$ cat src/rtl/trigfan_pkg.sv
package trigfan_pkg;

    localparam int DROP_W   = 16;
    localparam int PERIOD_W = 16;

    typedef struct packed {
        logic five;
        logic use_emu;
        logic triggered;
    } trigfan_mode_t;

    typedef enum logic {
        ST_IDLE = 1'b0,
        ST_BUSY = 1'b1
    } trigfan_state_t;

    // Saturating increment for the drop counter.
    function automatic logic [DROP_W-1:0] sat_inc(input logic [DROP_W-1:0] v);
        return (&v) ? v : v + 1'b1;
    endfunction

    // Plane 0 is always live; the others follow the plane-count mode.
    function automatic logic plane_live(input int p, input logic five);
        return (p == 0) || five;
    endfunction

endpackage

$ cat src/rtl/trigfan_cfg_gate.sv
module trigfan_cfg_gate
    import trigfan_pkg::*;
(
    input  logic                clk,
    input  logic                rst,
    input  logic                busy,
    input  trigfan_mode_t       mode_in,
    input  logic [PERIOD_W-1:0] period_in,
    output trigfan_mode_t       mode_eff,
    output logic [PERIOD_W-1:0] period_eff
);
    trigfan_mode_t       mode_q;
    logic [PERIOD_W-1:0] period_q;

    // Live while idle, frozen while a readout is running.
    always_comb begin
        mode_eff   = busy ? mode_q   : mode_in;
        period_eff = busy ? period_q : period_in;
    end

    always_ff @(posedge clk) begin
        if (rst) begin
            mode_q   <= '0;
            period_q <= '0;
        end else begin
            mode_q   <= mode_eff;
            period_q <= period_eff;
        end
    end
endmodule

$ cat src/rtl/trigfan_emu.sv
module trigfan_emu
    import trigfan_pkg::*;
(
    input  logic                clk,
    input  logic                rst,
    input  logic                enable,
    input  logic                busy,
    input  logic [PERIOD_W-1:0] period,
    output logic                trig
);
    logic [PERIOD_W-1:0] cnt_q;
    logic                at_end;

    always_comb begin
        at_end = (period != '0) && (cnt_q >= period - 1'b1);
        trig   = enable && !busy && at_end;
    end

    always_ff @(posedge clk) begin
        if (rst) begin
            cnt_q <= '0;
        end else if (!enable || busy || trig) begin
            cnt_q <= '0;
        end else if (!(&cnt_q)) begin
            cnt_q <= cnt_q + 1'b1;
        end
    end
endmodule

$ cat src/rtl/trigfan_ctrl.sv
module trigfan_ctrl
    import trigfan_pkg::*;
(
    input  logic              clk,
    input  logic              rst,
    input  trigfan_mode_t     mode,
    input  logic              emu_trig,
    input  logic              ext_trig,
    input  logic              sw_hold_we,
    input  logic              sw_hold_d,
    input  logic              seq_done,
    output logic              busy,
    output logic              seq_start,
    output logic [DROP_W-1:0] drop_count
);
    trigfan_state_t    state_q, state_d;
    logic              start_q;
    logic              hold_q;
    logic [DROP_W-1:0] drop_q;
    logic              trig_sel;
    logic              launch;
    logic              lost;

    always_comb begin
        trig_sel = mode.use_emu ? emu_trig : ext_trig;
        launch   = (state_q == ST_IDLE) && !hold_q &&
                   (mode.triggered ? trig_sel : 1'b1);
        lost     = mode.triggered && trig_sel &&
                   ((state_q == ST_BUSY) || hold_q);
        state_d  = state_q;
        case (state_q)
            ST_IDLE: if (launch)   state_d = ST_BUSY;
            ST_BUSY: if (seq_done) state_d = ST_IDLE;
            default:               state_d = ST_IDLE;
        endcase
    end

    always_ff @(posedge clk) begin
        if (rst) begin
            state_q <= ST_IDLE;
            start_q <= 1'b0;
            hold_q  <= 1'b0;
            drop_q  <= '0;
        end else begin
            state_q <= state_d;
            start_q <= launch;
            if (sw_hold_we) hold_q <= sw_hold_d;
            if (lost)       drop_q <= sat_inc(drop_q);
        end
    end

    assign busy       = (state_q == ST_BUSY);
    assign seq_start  = start_q;
    assign drop_count = drop_q;
endmodule

$ cat src/rtl/trigfan_fanout.sv
module trigfan_fanout
    import trigfan_pkg::*;
#(
    parameter int NPLANE = 5,
    parameter int CTRL_W = 8
) (
    input  logic                     clk,
    input  logic                     rst,
    input  logic                     five,
    input  logic [CTRL_W-1:0]        seq_ctrl,
    output logic [NPLANE*CTRL_W-1:0] plane_ctrl
);
    for (genvar p = 0; p < NPLANE; p++) begin : g_plane
        logic [CTRL_W-1:0] word_q;
        always_ff @(posedge clk) begin
            if (rst) begin
                word_q <= '0;
            end else begin
                word_q <= plane_live(p, five) ? seq_ctrl : '0;
            end
        end
        assign plane_ctrl[p*CTRL_W +: CTRL_W] = word_q;
    end
endmodule

$ cat src/rtl/trigfan_top.sv
module trigfan_top
    import trigfan_pkg::*;
#(
    parameter int NPLANE = 5,
    parameter int CTRL_W = 8
) (
    input  logic                     clk,
    input  logic                     rst,
    input  logic                     cfg_five_planes,
    input  logic                     cfg_use_emu,
    input  logic                     cfg_triggered,
    input  logic [15:0]              cfg_emu_period,
    input  logic                     sw_hold_we,
    input  logic                     sw_hold_d,
    input  logic                     ext_trig,
    output logic                     ext_busy,
    input  logic [CTRL_W-1:0]        seq_ctrl,
    output logic                     seq_start,
    input  logic                     seq_done,
    output logic                     busy,
    output logic [15:0]              drop_count,
    output logic [NPLANE*CTRL_W-1:0] plane_ctrl
);
    trigfan_mode_t       mode_in, mode_eff;
    logic [PERIOD_W-1:0] period_eff;
    logic                emu_trig;
    logic                busy_w;

    assign mode_in = '{five: cfg_five_planes, use_emu: cfg_use_emu,
                       triggered: cfg_triggered};

    trigfan_cfg_gate u_cfg (
        .clk        (clk),
        .rst        (rst),
        .busy       (busy_w),
        .mode_in    (mode_in),
        .period_in  (cfg_emu_period),
        .mode_eff   (mode_eff),
        .period_eff (period_eff)
    );

    trigfan_emu u_emu (
        .clk    (clk),
        .rst    (rst),
        .enable (mode_eff.use_emu),
        .busy   (busy_w),
        .period (period_eff),
        .trig   (emu_trig)
    );

    trigfan_ctrl u_ctrl (
        .clk        (clk),
        .rst        (rst),
        .mode       (mode_eff),
        .emu_trig   (emu_trig),
        .ext_trig   (ext_trig),
        .sw_hold_we (sw_hold_we),
        .sw_hold_d  (sw_hold_d),
        .seq_done   (seq_done),
        .busy       (busy_w),
        .seq_start  (seq_start),
        .drop_count (drop_count)
    );

    trigfan_fanout #(.NPLANE(NPLANE), .CTRL_W(CTRL_W)) u_fan (
        .clk        (clk),
        .rst        (rst),
        .five       (mode_eff.five),
        .seq_ctrl   (seq_ctrl),
        .plane_ctrl (plane_ctrl)
    );

    // The external unit is kept waiting while the emulator drives triggers.
    assign ext_busy = mode_eff.use_emu | busy_w;
    assign busy     = busy_w;
endmodule

$ cat config.mk
export PLATFORM = sky130hd
export DESIGN_NAME = trigfan_top
export DESIGN_NICKNAME = d
export VERILOG_FILES = /design/src/rtl/trigfan_pkg.sv /design/src/rtl/trigfan_cfg_gate.sv /design/src/rtl/trigfan_emu.sv /design/src/rtl/trigfan_ctrl.sv /design/src/rtl/trigfan_fanout.sv /design/src/rtl/trigfan_top.sv
export SDC_FILE = /design/constraint.sdc
export NUM_CORES = 1
export LEC_CHECK = 0
export CAP_MARGIN = 20
export CORE_MARGIN = 5
export CORE_UTILIZATION = 27
export CTS_BUF_LIST = sky130_fd_sc_hd__clkbuf_4 sky130_fd_sc_hd__clkbuf_8
export DETAILED_ROUTE_END_ITERATION = 16
export PLACE_DENSITY_LB_ADDON = 0.15
export SKIP_LAST_GASP = 1
export SYNTH_ARGS = -nofsm -noshare
export SYNTH_HDL_FRONTEND = slang
export SYNTH_HIERARCHICAL = 1
export SYNTH_SLANG_ARGS = --single-unit
$ cat constraint.sdc
create_clock -name clk -period 9.6 [get_ports clk]
set_input_delay 2.4 -clock clk [delete_from_list [all_inputs] [get_ports clk]]
set_output_delay 2.4 -clock clk [all_outputs]
set_load 0.02 [all_outputs]
==> key figures <==
Clock network
  – Sink Count: 70
  – Num CTS Buffers: 9
  – Reg clk slew, reported paths: about 0.080 ns
  – Later-pin clock latency in the skew report: between 0.3 and 0.4 ns
  – Post-CTS sizing: 0
  – CTS tree: done
  – Setup bufs post-CTS: 0
  – H-tree depth: 3
  – CTS Hold Bufs: 0
  – CTS root buf: clkbuf_8
  – CTS Buffer Depth: 2

Run
  – Number of max-cap violations: 0

Worst setup path
  – WP data arrival: between 7 and 8 ns
  – CP Capture Type: flop
  – Bufs and invs on worst path: 1
  – CP cell instances: clkdlybuf4s50_1, mux2_4, or4_4, nor3_4, nor2b_1, nand2_1, xor2_1, ha_1, nand4_1, nor3_1, o2111ai_1, and3_1, nor3_1, mux2i_1, or4_1, or4_1, a21oi_1
  – CP required: just under 10 ns
  – Top cell family by delay on the critical path: simple AND/OR/NAND/NOR gates
  – Crit path launch type: input pin
  – Worst-path cell with the longest stage delay: or4_1
  – Crit path kind: in2reg
  – CP max FO: 8
  – CP peak stage delay: between 0.6 and 0.7 ns

Synthesis
  – Share of synthesized flip-flops with an asynchronous set or reset: 0
  – Sequential area share after synthesis: 0.361
  – Most common cell in the synthesized netlist: dfxtp_1
  – Mean Syn Cell Area: around 9.5 sq um
  – Area of the mapped netlist: approximately 3900 sq um
  – FF+latch count, synth: 70
  – Synth cell count leaders: 70 x dfxtp_1, 28 x nor2b_1, 24 x buf_4, 24 x nor2_1, 22 x nand2_1
  – Top cell type's share of synthesized area: 0.361
  – Yosys cell types: 59
  – Yosys top cell by area: dfxtp_1
  – Synth warnings: 6
  – Largest cells by area after synthesis: dfxtp_1 36%, ha_1 6.4%, buf_4 4.6%
  – Synth Flop Type: dfxtp_1
  – Mapped Nets: approximately 460
  – Number of synthesized flops with an enable pin: 0
  – Syn Inst Count: just over 400

Floorplanning
  – Initial Util: 0.278
  – Die height: between 100 and 150 um
  – # rows: between 40 and 50
  – Ports: about 90
  – Core area: 14000 sq um
  – Chip width: roughly 130 um
  – Full die area: around 17000 sq um

Global routing
  – Antenna violations before repair: 0
  – GRT Residual Overflow: 0
  – Vias in the first global route: between 2000 and 3000
  – Largest net degree at the start of global routing: between 50 and 60
  – First-pass GRT wire length: 15100 um
  – Total global-route track usage: 0.114

STA
  – Post-route worst setup slack: about 2.8 ns
  – Worst Max-Slew Pin Slew: ~0.87 ns
  – Max-slew headroom: 0.421
  – Final Setup Violations: 0
  – Fin. max-slew vios: 0
  – Setup tns final: 0 ns
  – Final hold violation count: 0
  – Period Utilization, post-route: 0.708
  – Fmax: 147 MHz
  – Crit path time final: around 6.8 ns
  – Clk_skew: around 0.016 ns
  – RSZ-0062 raised after global routing: no

Worst hold path
  – HP Class: reg2reg

Drt
  – DR pass1 iterations: 4
  – Detailed-route via count: ~3100
  – Uppermost layer routed: met4
  – Met2 wire length: roughly 4200 um
  – Avg Vias per Cell: between 4 and 5
  – Drt total wl: 9360 um
  – DRT iter0 DRCs: 61
  – Routed len/inst: around 14 um
  – Metal3 WL: 515 um
  – Number of routed nets with antenna violations: 0
  – Remaining DRCs: 0
  – Post-Route M1 WL: ~4400 um

Power
  – Internal cell power: ~0.00051 W
  – PwrDens: approximately 140 nW/um^2
  – Clock share of power: 0.353
  – Leakage dissipation: roughly 1.8 nW
  – NetSw: 0.000202 W
  – Switching Share: 0.283
  – Sequential share of power: 0.436
  – Comb pwr share: 0.211
  – Max IR drop VDD: between 0.07 and 0.08 mV

Finish
  – # diodes: 0
  – Multi-input gate area: 2170 sq um
  – Register area: approximately 1400 sq um
  – Synth-to-Final Area Change: 27.7%
  – Nets@finish: 530
  – Fill count: about 1400
  – Proportion of layout cells with a drive suffix above 1: 0.120
  – Post-Layout Cell Count: about 660

Placement
  – Placement-stage worst setup slack: roughly 2.4 ns
  – Port bufs: between 90 and 100
  – Dpl cells: around 650
  – Final GP Congestion: 0.805
  – Post-DP HPWL: approximately 7000 um

Status
  – Status: finished, final reports clean
==> area by class of cell <==
type / instances / share of cell area
Tap cell: 180 / 0.0454
Inverter: 10 / 0.00756
Sequential cell: 70 / 0.282
Clock buffer: 11 / 0.0292
Timing Repair Buffer: 93 / 0.186
Clock inverter: 5 / 0.0119
Multi-Input combinational cell: 293 / 0.438
==> tightest hold or removal path, cell delays in order (launching register included) <==
cell,delay (ns)
dfxtp_1,0.34
o41ai_1,0.07
a21oi_1,0.06
==> final timing paths <==
kind	start	end	slack (ns)	depth (start not counted)
max	cfg_emu_period[5]	u_ctrl/drop_count[15]	2.80	17
min	u_ctrl/drop_count[7]	u_ctrl/drop_count[7]	0.52	2
max reg2reg	u_ctrl/busy	u_ctrl/drop_count[15]	4.35	17
min reg2reg	u_ctrl/drop_count[7]	u_ctrl/drop_count[7]	0.52	2
==> placed cells by master, fill, tap and decap left out, drive strengths merged, types with 6 or more instances in the layout <==
cell type,count
o31ai,6
xnor2,13
nor4,9
dfxtp,70
nor2b,32
inv,10
a21oi,18
clkbuf,11
nor2,26
nor3,22
xor2,9
nand4,13
nand3,7
and3b,8
mux2,21
or4,10
mux2i,6
nand2,22
ha,20
o21ai,11
clkdlybuf4s50,90
==> per-layer routing <==
metal / global-route usage / vias to the layer above
li1: - / 1592
met1: 0.145 / 1452
met2: 0.182 / 79
met3: 0.0295 / 14
met4: 0.0513 / 0
met5: 0 / -
==> logic make-up after synthesis <==
group | count (synthesis) | share of synthesized area
DFF | 70 | 0.361
adders and majority gates | 20 | 0.0644
AOI/OAI and AO/OA | 55 | 0.0956
and+or+nand+nor | 169 | 0.264
xor gates and xnor gates | 22 | 0.0496
buffers and inverters | 46 | 0.0802
muxes | 27 | 0.0860
==> registers in the layout, indices dropped and copies added, names as in the netlist <==
name,cells
u_cfg/mode_q,3
u_ctrl/busy,1
u_cfg/period_q,16
u_emu/cnt_q,16
u_ctrl/drop_count,16
u_ctrl/hold_q,1
u_ctrl/seq_start,1
u_fan/g_plane.word_q,16
==> power groups by stage <==
| stage | combinational, W | clock (W) | sequential (W) |
|---|---|---|---|
| after CTS | 0.000153 | 0.000264 | 0.000311 |
| final | 0.000150 | 0.000252 | 0.000311 |
| after global placement | 0.000151 | 0 | 0.000317 |
| after floorplan | 0.000102 | 0 | 0.000323 |
| after global routing | 0.000166 | 0.000273 | 0.000313 |
| after detailed placement | 0.000153 | 0 | 0.000318 |
==> metrics by stage <==
step | util | hold WS, ns | power [W] | cell area (sq um)
after floorplan | - | 0.448 | 0.000425 | 3890
after detailed placement | 0.340 | 0.509 | 0.000470 | 4760
after global routing | 0.355 | 0.543 | 0.000752 | 4960
final | 0.355 | 0.516 | 0.000713 | 4960
after global placement | 0.340 | 0.505 | 0.000469 | 4760
after CTS | 0.355 | 0.524 | 0.000728 | 4960
No activity file was read; power rests on OpenSTA's default activity.
